File: config.mk
export PLATFORM = sky130hd
export DESIGN_NAME = modrm_ea_unit
export DESIGN_NICKNAME = d
export VERILOG_FILES = /design/src/rtl/modrm_ea_pkg.sv /design/src/rtl/modrm_ea_decode.sv /design/src/rtl/modrm_ea_combine.sv /design/src/rtl/modrm_ea_unit.sv
export SDC_FILE = /design/constraint.sdc
export NUM_CORES = 1
export LEC_CHECK = 0
export ABC_AREA = 1
export BUFFER_PORTS_ARGS = -buffer_cell sky130_fd_sc_hd__buf_2
export CORE_ASPECT_RATIO = 0.7
export CORE_UTILIZATION = 40
export CTS_BUF_LIST = sky130_fd_sc_hd__clkbuf_4 sky130_fd_sc_hd__clkbuf_8
export DETAILED_ROUTE_END_ITERATION = 12
export GPL_TIMING_DRIVEN = 1
export SYNTH_ARGS = -nofsm -noshare
export SYNTH_HDL_FRONTEND = slang
export SYNTH_SLANG_ARGS = --single-unit
File: constraint.sdc
create_clock -name clk -period 5.96 [get_ports clk]
set_input_delay 1.192 -clock clk [delete_from_list [all_inputs] [get_ports clk]]
set_output_delay 1.192 -clock clk [all_outputs]
set_load 0.005 [all_outputs]
File: src/rtl/modrm_ea_pkg.sv
package modrm_ea_pkg;

    localparam int REG_W = 4;

    localparam logic [1:0] MOD_NODISP = 2'b00;
    localparam logic [1:0] MOD_D8     = 2'b01;
    localparam logic [1:0] MOD_D32    = 2'b10;
    localparam logic [1:0] MOD_REG    = 2'b11;
    localparam logic [2:0] RM_SIB     = 3'b100;
    localparam logic [2:0] RM_NOBASE  = 3'b101;
    localparam logic [3:0] IDX_NONE   = 4'b0100;

    typedef enum logic [1:0] {
        DSP_NONE = 2'd0,
        DSP_8    = 2'd1,
        DSP_32   = 2'd2
    } disp_kind_e;

    typedef enum logic [1:0] {
        BSRC_NONE = 2'd0,
        BSRC_REG  = 2'd1,
        BSRC_IP   = 2'd2
    } base_src_e;

    typedef struct packed {
        logic             is_reg;
        logic [REG_W-1:0] reg_num;
        base_src_e        bsrc;
        logic [REG_W-1:0] base_num;
        logic             use_index;
        logic [REG_W-1:0] index_num;
        logic [1:0]       scale;
        disp_kind_e       dkind;
    } ea_plan_t;

    typedef struct packed {
        logic        is_reg;
        logic [3:0]  reg_num;
        logic        riprel;
        logic [63:0] addr;
    } ea_result_t;

    function automatic logic [63:0] sext8(input logic [7:0] v);
        return {{56{v[7]}}, v};
    endfunction

    function automatic logic [63:0] sext32(input logic [31:0] v);
        return {{32{v[31]}}, v};
    endfunction

endpackage

File: src/rtl/modrm_ea_decode.sv
module modrm_ea_decode
    import modrm_ea_pkg::*;
(
    input  logic       long_mode,
    input  logic       rex_b,
    input  logic       rex_x,
    input  logic [7:0] modrm,
    input  logic [7:0] sib,
    output ea_plan_t   plan
);
    logic [1:0] mod_f;
    logic [2:0] rm_f;
    logic [1:0] ss_f;
    logic [2:0] ix_f;
    logic [2:0] bs_f;
    logic       eb;
    logic       ex;
    logic       with_sib;

    assign mod_f = modrm[7:6];
    assign rm_f  = modrm[2:0];
    assign ss_f  = sib[7:6];
    assign ix_f  = sib[5:3];
    assign bs_f  = sib[2:0];

    // prefix bits only exist in 64-bit mode
    assign eb = rex_b & long_mode;
    assign ex = rex_x & long_mode;

    assign with_sib = (mod_f != MOD_REG) && (rm_f == RM_SIB);

    always_comb begin
        plan           = '0;
        plan.is_reg    = 1'b0;
        plan.reg_num   = {eb, rm_f};
        plan.bsrc      = BSRC_REG;
        plan.base_num  = {eb, rm_f};
        plan.use_index = 1'b0;
        plan.index_num = {ex, ix_f};
        plan.scale     = 2'b00;
        plan.dkind     = DSP_NONE;

        case (mod_f)
            MOD_D8:  plan.dkind = DSP_8;
            MOD_D32: plan.dkind = DSP_32;
            default: plan.dkind = DSP_NONE;
        endcase

        if (mod_f == MOD_REG) begin
            plan.is_reg = 1'b1;
            plan.bsrc   = BSRC_NONE;
        end else if (with_sib) begin
            plan.base_num  = {eb, bs_f};
            plan.use_index = ({ex, ix_f} != IDX_NONE);
            plan.scale     = ss_f;
            if ((mod_f == MOD_NODISP) && (bs_f == RM_NOBASE)) begin
                plan.bsrc  = BSRC_NONE;
                plan.dkind = DSP_32;
            end
        end else if ((mod_f == MOD_NODISP) && (rm_f == RM_NOBASE)) begin
            // selection uses the 3-bit field only: extension bit has no say
            plan.bsrc  = long_mode ? BSRC_IP : BSRC_NONE;
            plan.dkind = DSP_32;
        end
    end
endmodule

File: src/rtl/modrm_ea_combine.sv
module modrm_ea_combine
    import modrm_ea_pkg::*;
#(
    parameter int AW = 64,
    parameter int DW = 32,
    parameter int NW = 32
) (
    input  ea_plan_t          plan,
    input  logic              narrow,
    input  logic [AW-1:0]     base_val,
    input  logic [AW-1:0]     index_val,
    input  logic [AW-1:0]     next_ip,
    input  logic [DW-1:0]     disp,
    output logic [AW-1:0]     addr
);
    localparam int NSCALE = 4;

    logic [AW-1:0] shifted [NSCALE];
    logic [AW-1:0] base_term;
    logic [AW-1:0] index_term;
    logic [AW-1:0] disp_term;
    logic [AW-1:0] wide_sum;

    genvar s;
    generate
        for (s = 0; s < NSCALE; s++) begin : g_scale
            assign shifted[s] = index_val << s;
        end
    endgenerate

    always_comb begin
        case (plan.bsrc)
            BSRC_REG: base_term = base_val;
            BSRC_IP:  base_term = next_ip;
            default:  base_term = '0;
        endcase
    end

    assign index_term = plan.use_index ? shifted[plan.scale] : '0;

    always_comb begin
        case (plan.dkind)
            DSP_8:   disp_term = AW'(sext8(disp[7:0]));
            DSP_32:  disp_term = AW'(sext32(disp[DW-1:0]));
            default: disp_term = '0;
        endcase
    end

    assign wide_sum = base_term + index_term + disp_term;

    generate
        if (NW < AW) begin : g_narrow
            assign addr = narrow ? {{(AW-NW){1'b0}}, wide_sum[NW-1:0]} : wide_sum;
        end else begin : g_full
            assign addr = wide_sum;
        end
    endgenerate
endmodule

File: src/rtl/modrm_ea_unit.sv
module modrm_ea_unit
    import modrm_ea_pkg::*;
#(
    parameter int AW = 64,
    parameter int DW = 32,
    parameter int NW = 32
) (
    input  logic          clk,
    input  logic          rst,
    input  logic          in_valid,
    input  logic          long_mode,
    input  logic          addr_ovr,
    input  logic          rex_b,
    input  logic          rex_x,
    input  logic [7:0]    modrm,
    input  logic [7:0]    sib,
    input  logic [DW-1:0] disp,
    input  logic [AW-1:0] next_ip,
    output logic [3:0]    rf_base_idx,
    input  logic [AW-1:0] rf_base_data,
    output logic [3:0]    rf_index_idx,
    input  logic [AW-1:0] rf_index_data,
    output logic          out_valid,
    output logic          out_is_reg,
    output logic [3:0]    out_reg,
    output logic [AW-1:0] out_addr,
    output logic          out_riprel
);
    ea_plan_t      plan;
    logic [AW-1:0] sum_addr;
    logic          narrow;

    // 32-bit addressing outside 64-bit mode, or under the size override
    assign narrow = addr_ovr | ~long_mode;

    modrm_ea_decode u_dec (
        .long_mode (long_mode),
        .rex_b     (rex_b),
        .rex_x     (rex_x),
        .modrm     (modrm),
        .sib       (sib),
        .plan      (plan)
    );

    assign rf_base_idx  = plan.base_num;
    assign rf_index_idx = plan.index_num;

    modrm_ea_combine #(.AW(AW), .DW(DW), .NW(NW)) u_sum (
        .plan      (plan),
        .narrow    (narrow),
        .base_val  (rf_base_data),
        .index_val (rf_index_data),
        .next_ip   (next_ip),
        .disp      (disp),
        .addr      (sum_addr)
    );

    always_ff @(posedge clk) begin
        if (rst) begin
            out_valid  <= 1'b0;
            out_is_reg <= 1'b0;
            out_reg    <= '0;
            out_addr   <= '0;
            out_riprel <= 1'b0;
        end else begin
            out_valid <= in_valid;
            if (in_valid) begin
                out_is_reg <= plan.is_reg;
                out_reg    <= plan.is_reg ? plan.reg_num : '0;
                out_addr   <= plan.is_reg ? '0 : sum_addr;
                out_riprel <= ~plan.is_reg & (plan.bsrc == BSRC_IP);
            end
        end
    end
endmodule

Word level (Yosys, flattened, before mapping):

Index checks and enable logic that the tools add are counted.
Widths: inputs -> output; s select.

* output and inout bits: 79
* word-level logic and storage cells: 54
* input bits: 247
* register bits after elaboration: 71

* multiplexer cells: 23
* reduce and logical (&&, ||, !) cells: 4
* order comparisons: 1
* eq/ne operators: 12
* $add $sub $neg: 2
* bitwise operators: 7

Operator list (count)
* $mux 64: 5
* $pmux 64 s2: 2
* $add 64x64->64: 2
* $bmux 64 s2: 1
* $mux 2: 8
* $mux 4: 4
* $eq 3x3->1 const B: 3
* $eq 2x2->1 const B: 4
* $eq 2x1->1 const B: 3
* $ne 4x3->1 const B: 1
* $pmux 2 s2: 1
* $and 1x1->1: 3
* $ge 3x3->1 const B: 1
* $logic_and 1x1->1: 3
* $not 2->3: 1
* $logic_not 2->1: 1
* $mux 1: 2
* $ne 2x2->1 const B: 1
* $not 1->1: 2
* $or 1x1->1: 1

Longest topological paths before layout:

* depth after elaboration: 14
* mapped depth: 28
* mapped depth without buffers: 26

By module:

From an unflattened synthesis, not the netlist that was laid out.

* cell total of the unflattened synthesis: 2273
* area total of the unflattened synthesis: 12859.8 µm²

Modules (own cells, without submodules)
* modrm_ea_combine: cells an instance 1908, area an instance 10161.0 µm², sequential area each 0.0 µm², times used 1
* modrm_ea_unit: cells an instance 311, area an instance 2438.6 µm², sequential area each 1421.4 µm², times used 1
* modrm_ea_decode: cells an instance 54, area an instance 260.2 µm², sequential area each 0.0 µm², times used 1

Least setup slack after synthesis:

No wires, ideal clock.

* path kind: in2reg
* start: input modrm[1]
* end: register out_addr[29]
* setup time: 0.132 ns
* path slack: 1.099 ns
* data required time: 5.828 ns
* data arrival time: 4.729 ns
* path buffers: 2
* stages on the path: 23
* cells stage by stage: nor2_4 > nand3_4 > nor2_1 > nand4_1 > nand3_1 > ha_1 > clkbuf_1 > clkbuf_1 > a22o_1 > nand2_1 > fa_1 > inv_1 > ha_1 > fa_1 > nand3_1 > nand3_1 > nand3_1 > nand3_1 > nand3_1 > nand2_1 > or2_2 > nand3_1 > a21oi_1

* cells in the longest elaborated chain, start to end: 13
* elaborated cells on any way between the ends: 28
* classes of those cells: add/sub (2); eq/ne (6); mux (17); bitwise (1); reduce/logical (2)

RTL lines
* start: declaration: line modrm_ea_unit.sv:15 `input logic [7:0] modrm,`
* $eq 3x3->1: line modrm_ea_decode.sv:30 `assign with_sib = (mod_f != MOD_REG) && (rm_f == RM_SIB);`
* $logic_and 1x1->1: line modrm_ea_decode.sv:30
* $mux 2: line modrm_ea_decode.sv:52 `end else if (with_sib) begin`
* $mux 4: line modrm_ea_decode.sv:49 `if (mod_f == MOD_REG) begin`
* $not 2->3 (not written as such): line modrm_ea_combine.sv:39 `assign index_term = plan.use_index ? shifted[plan.scale] : '0;`
* $bmux 64 s2: line modrm_ea_combine.sv:39
* $mux 64 (not written as such) (2 in series): line modrm_ea_combine.sv:39
* $mux 64: line modrm_ea_combine.sv:39
* $add 64x64->64: line modrm_ea_combine.sv:49 `assign wide_sum = base_term + index_term + disp_term;`
* $add 64x64->64 (*): line modrm_ea_combine.sv:49
* $mux 64 (*): line modrm_ea_combine.sv:53 `assign addr = narrow ? {{(AW-NW){1'b0}}, wide_sum[NW-1:0]} : wide_sum;`
* $mux 64 (*): line modrm_ea_unit.sv:70 `out_addr <= plan.is_reg ? '0 : sum_addr;`
* end signal: assignment: line modrm_ea_unit.sv:70
* end: declaration: line modrm_ea_unit.sv:26 `output logic [AW-1:0] out_addr,`

Mark *: on every way between the ends. The rest lies on a longest branch, timed or not. The select of a mux whose other input is x is not followed.
A chain may end at the register's enable or synchronous reset.

Worst setup path after layout:

* start: input modrm[1]
* end: register out_addr[38]

Same word-level chain as after synthesis.

==> results.md <==
- The worst register-to-register path begins at out_reg[3].
- Buffers inserted to repair hold after CTS numbered 0.
- Cells with a size suffix above 1 make up 16.91% of the layout.
- Summed over all cells, the static leakage comes to 8.277 nW.
- Summed over all layers, the routed wires come to 49560 um.
- The number of distinct library cells after synthesis is 39.
- The number of warnings issued by yosys is 0.
- The worst register-to-register path has a setup slack of 5270 ps.
- The max-capacitance violation count is 0.
- For this block, the via count after detailed routing is 14630.
- The leading area contributor after synthesis is sky130_fd_sc_hd__nand2_1.
- The final standard cell utilization of the core is 49.18%.
- Measured against its own limit, the worst slew margin works out to 43.12%.
- Clock-pin slew was measured on the worst setup and hold paths at 80 ps.
- The share of flip-flops with an asynchronous set or reset after synthesis is 0%.
- The path depth of the worst reg2reg path is 2.
- The global-route wire length before repair is 74620 um.
- The worst clock skew is 0 ps.
- Detailed placement ended at an HPWL of 43080 um.
- The register with the most flip-flops in the layout has 64 of them.
- 0 antenna diodes ended up in the layout.
- Clock tree synthesis selected as its root buffer the cell sky130_fd_sc_hd__clkbuf_8.
- The number of nets produced by synthesis is 2508.
- The clock network power share is 20.9%.
- For this run, design rule violations remaining after detail routing come to 0.
- The setup violation total in the final timing report is 0.
- The kind of capture point of the worst setup path is a flop.
- After routing the design area is 14430 um^2.
- The summed instance area of the synthesized netlist is 12120 um^2.
- The horizontal die dimension is 210.0 um.
- The clock tree from TritonCTS is done.
- The overall power is 2.282 mW.
- The sink of the worst hold path is out_addr[40].
- The floorplan step defined a die boundary enclosing 31010 um^2.
- Yosys mapped a number of flops with a built-in enable equal to 0.
- Leaving out fill and tap cells, the most frequent cells in the layout are sky130_fd_sc_hd__nand2_1, sky130_fd_sc_hd__inv_1, sky130_fd_sc_hd__buf_2.
- Once the floorplan was initialized, standard cells occupied 41.30% of the core.
- The proportion of netlist area held by the largest area contributor is 24.62%.
- After floorplanning, the core was divided into 52 placement rows.
- Hold is met by 462.8 ps.
- At the end of routability-driven placement, the weighted congestion stood at 0.9456.
- Synthesis handed over a netlist of 2133 instances.
- Summing the sequential cell areas from Yosys gives 11.73% of the chip area.
- The TritonCTS sink count is 71.
- For this run the aggregate overflow at the end of global routing stands at 0.
- The average instance in the mapped netlist occupies 5.682 um^2.
- The start-to-end type of the worst setup path is in2reg.
- Ranked by total cell area, the synthesized netlist is headed by sky130_fd_sc_hd__nand2_1, sky130_fd_sc_hd__dfxtp_1, sky130_fd_sc_hd__inv_1.
- The area growth from synthesis to layout is 19.08%.
- The number of nets at the end of the flow is 2789.
- The library cell used most frequently in the layout, excluding fill and tap cells, is sky130_fd_sc_hd__nand2_1.
- The number of instances on the worst hold path is 2.
- The first routing iteration left 1343 violations.
- The maximum number of buffers from clock root to sink is 2.
- The endpoint identified for the worst register-to-register timing path is out_reg[3].
- The number of clock buffers added by TritonCTS is 9.
- The most used flip-flop cell after synthesis is sky130_fd_sc_hd__dfxtp_1.
- Subtracting the final worst setup slack from the clock period gives 5352 ps.
- The total of flip-flops plus latches after synthesis is 71.
- For this run, the detailed router's first-pass iteration total came to 6.
- The internal power is 1.211 mW.
- The total count of max-transition violations in the final report was 0.
- The critical path arrival is 5590 ps.
- Dividing the detail-routed via count by the number of cells gives 5.179.
- IR analysis of the VDD net gives a maximum drop of 90.84 uV.
- The post-cts resize count is 0.
- For the worst-skew pair, the clock arrives at the later sink with an insertion delay of 400 ps.
- The clock tree synthesis step divided the H-tree into 3 levels.
- The core area is 29340 um^2.
- Derived from the worst setup path, the maximum achievable clock frequency is 0.1868 GHz.
- Summing all placed instances gives a cell area of 14200 um^2.
- At the worst endpoint, the required time is 6200 ps.
- The hold violation total from the final report is 0.
- Setup repair after global routing left no endpoint under its margin.
- The initial antenna violation count is 1.
- The pin slew with the least headroom to its limit is 850.0 ps.
- The flow ran to the end, and the final reports show no timing, DRC or antenna violations.
- The share of total power dissipated in combinational logic is 56.3%.
- Net switching is 46.92% of the power.
- Along the worst path, the maximum fanout reaches 39.
- For this design the ratio of total power to cell area is 158.1 nW/um^2.
- The count of input and output buffers is 322.
- The number of global-route vias before repair was 13280.
- The relative contribution of sequential cells to total power is 22.8%.
- The worst hold path belongs to the class reg2reg.
- In the final routed layout, each cell accounts on average for 17.55 um.
- The number of nets still failing antenna checks after routing is 0.
- The total global-route track usage is 31.96%.
- The switching power is 1.071 mW.
- The sort of element at the start of the critical path is an input port.
- The pin count of the biggest net entering global routing is 72.
- The count of boundary I/O pins is 326.
- The worst hold path begins at out_addr[40].
- The number of post-CTS setup repair buffers is 0.
- Setup total negative slack on the finished layout was measured at 0 ps.
- The floorplan step set the die height to 147.6 um.
- The ratio of final minimum period to clock period is 89.80%.
-- critical path, stage by stage --
cell and delay, ps:
sky130_fd_sc_hd__buf_2 130, sky130_fd_sc_hd__nor2_4 150, sky130_fd_sc_hd__nand3_4 130, sky130_fd_sc_hd__nor2_1 160
sky130_fd_sc_hd__nand4_1 100, sky130_fd_sc_hd__nand3_1 110, sky130_fd_sc_hd__ha_2 450, sky130_fd_sc_hd__buf_12 260
sky130_fd_sc_hd__a22o_1 190, sky130_fd_sc_hd__nand2_1 80, sky130_fd_sc_hd__fa_1 550, sky130_fd_sc_hd__inv_1 50
sky130_fd_sc_hd__ha_1 480, sky130_fd_sc_hd__nand2_1 130, sky130_fd_sc_hd__inv_1 110, sky130_fd_sc_hd__nand2_1 80
sky130_fd_sc_hd__nor2_1 410, sky130_fd_sc_hd__nand2_1 220, sky130_fd_sc_hd__inv_1 120, sky130_fd_sc_hd__nand3_1 140
sky130_fd_sc_hd__nand3_1 120, sky130_fd_sc_hd__nand2_1 50, sky130_fd_sc_hd__nand3_1 80, sky130_fd_sc_hd__a21oi_1 70
-- kinds of logic after synthesis --
family | Yosys count | share of synthesized area (%)
compound gates | 339 | 17.72
flops | 71 | 11.73
fa+ha+maj | 128 | 17.18
xor+xnor | 4 | 0.2890
buf+inv | 435 | 13.75
simple gates | 1156 | 39.34
-- layout make-up --
cell class	count	area, um^2
fill	3241	14910
clock buffer	11	145.1
inverter	356	1336
multi-input combinational	1627	9039
clock inverter	5	81.33
sequential	71	1421
tap	405	506.7
timing repair buffer	349	1902
-- how the worst max path moves through the flow --
stage               startpoint            to  slack [ps]  depth (start not counted)
floorplan             modrm[1]  out_addr[29]        1100                         23
global placement      modrm[7]  out_addr[59]         340                         23
detailed placement    modrm[1]  out_addr[38]         320                         24
CTS                   modrm[1]  out_addr[38]         730                         24
global route          modrm[7]  out_addr[59]         340                         25
finish                modrm[1]  out_addr[38]         610                         24
-- power by group through the flow --
stage	registers [mW]	logic [mW]	clock network (mW)
finish	0.520	1.29	0.477
global route	0.523	1.42	0.499
CTS	0.520	1.26	0.489
detailed placement	0.530	1.25	0
global placement	0.529	1.24	0
floorplan	0.533	0.776	0
-- stage by stage --
| step | cells | worst slack [ps] |
|---|---|---|
| global route | 2824 | 338.1 |
| finish | 2824 | 607.8 |
| detailed placement | 2808 | 319.4 |
| CTS | 2824 | 730.9 |
| floorplan | 2133 | 1099 |
| global placement | 2808 | 342.5 |
-- routing by layer --
layer / vias up / GRT usage [%] / share of wire, %
met3: 32 / 6.628 / 9.5
met5: - / 0 / 0
li1: 7312 / - / -
met2: 579 / 42.38 / 36
met4: 0 / 5.000 / 1.1
met1: 6702 / 51.84 / 53
-- Yosys cell counts, drive strengths merged (2+ instances only) --
master / instances
a21boi: 2
a21o: 3
a21oi: 152
a22o: 63
a22oi: 60
buf: 32
clkbuf: 47
dfxtp: 71
fa: 64
ha: 64
inv: 356
nand2: 798
nand3: 144
nand3b: 9
nand4: 19
nor2: 145
nor3: 12
nor4: 2
o21ai: 39
o21bai: 17
or2: 25
xor2: 4
Power figures use the tool's default switching activity.
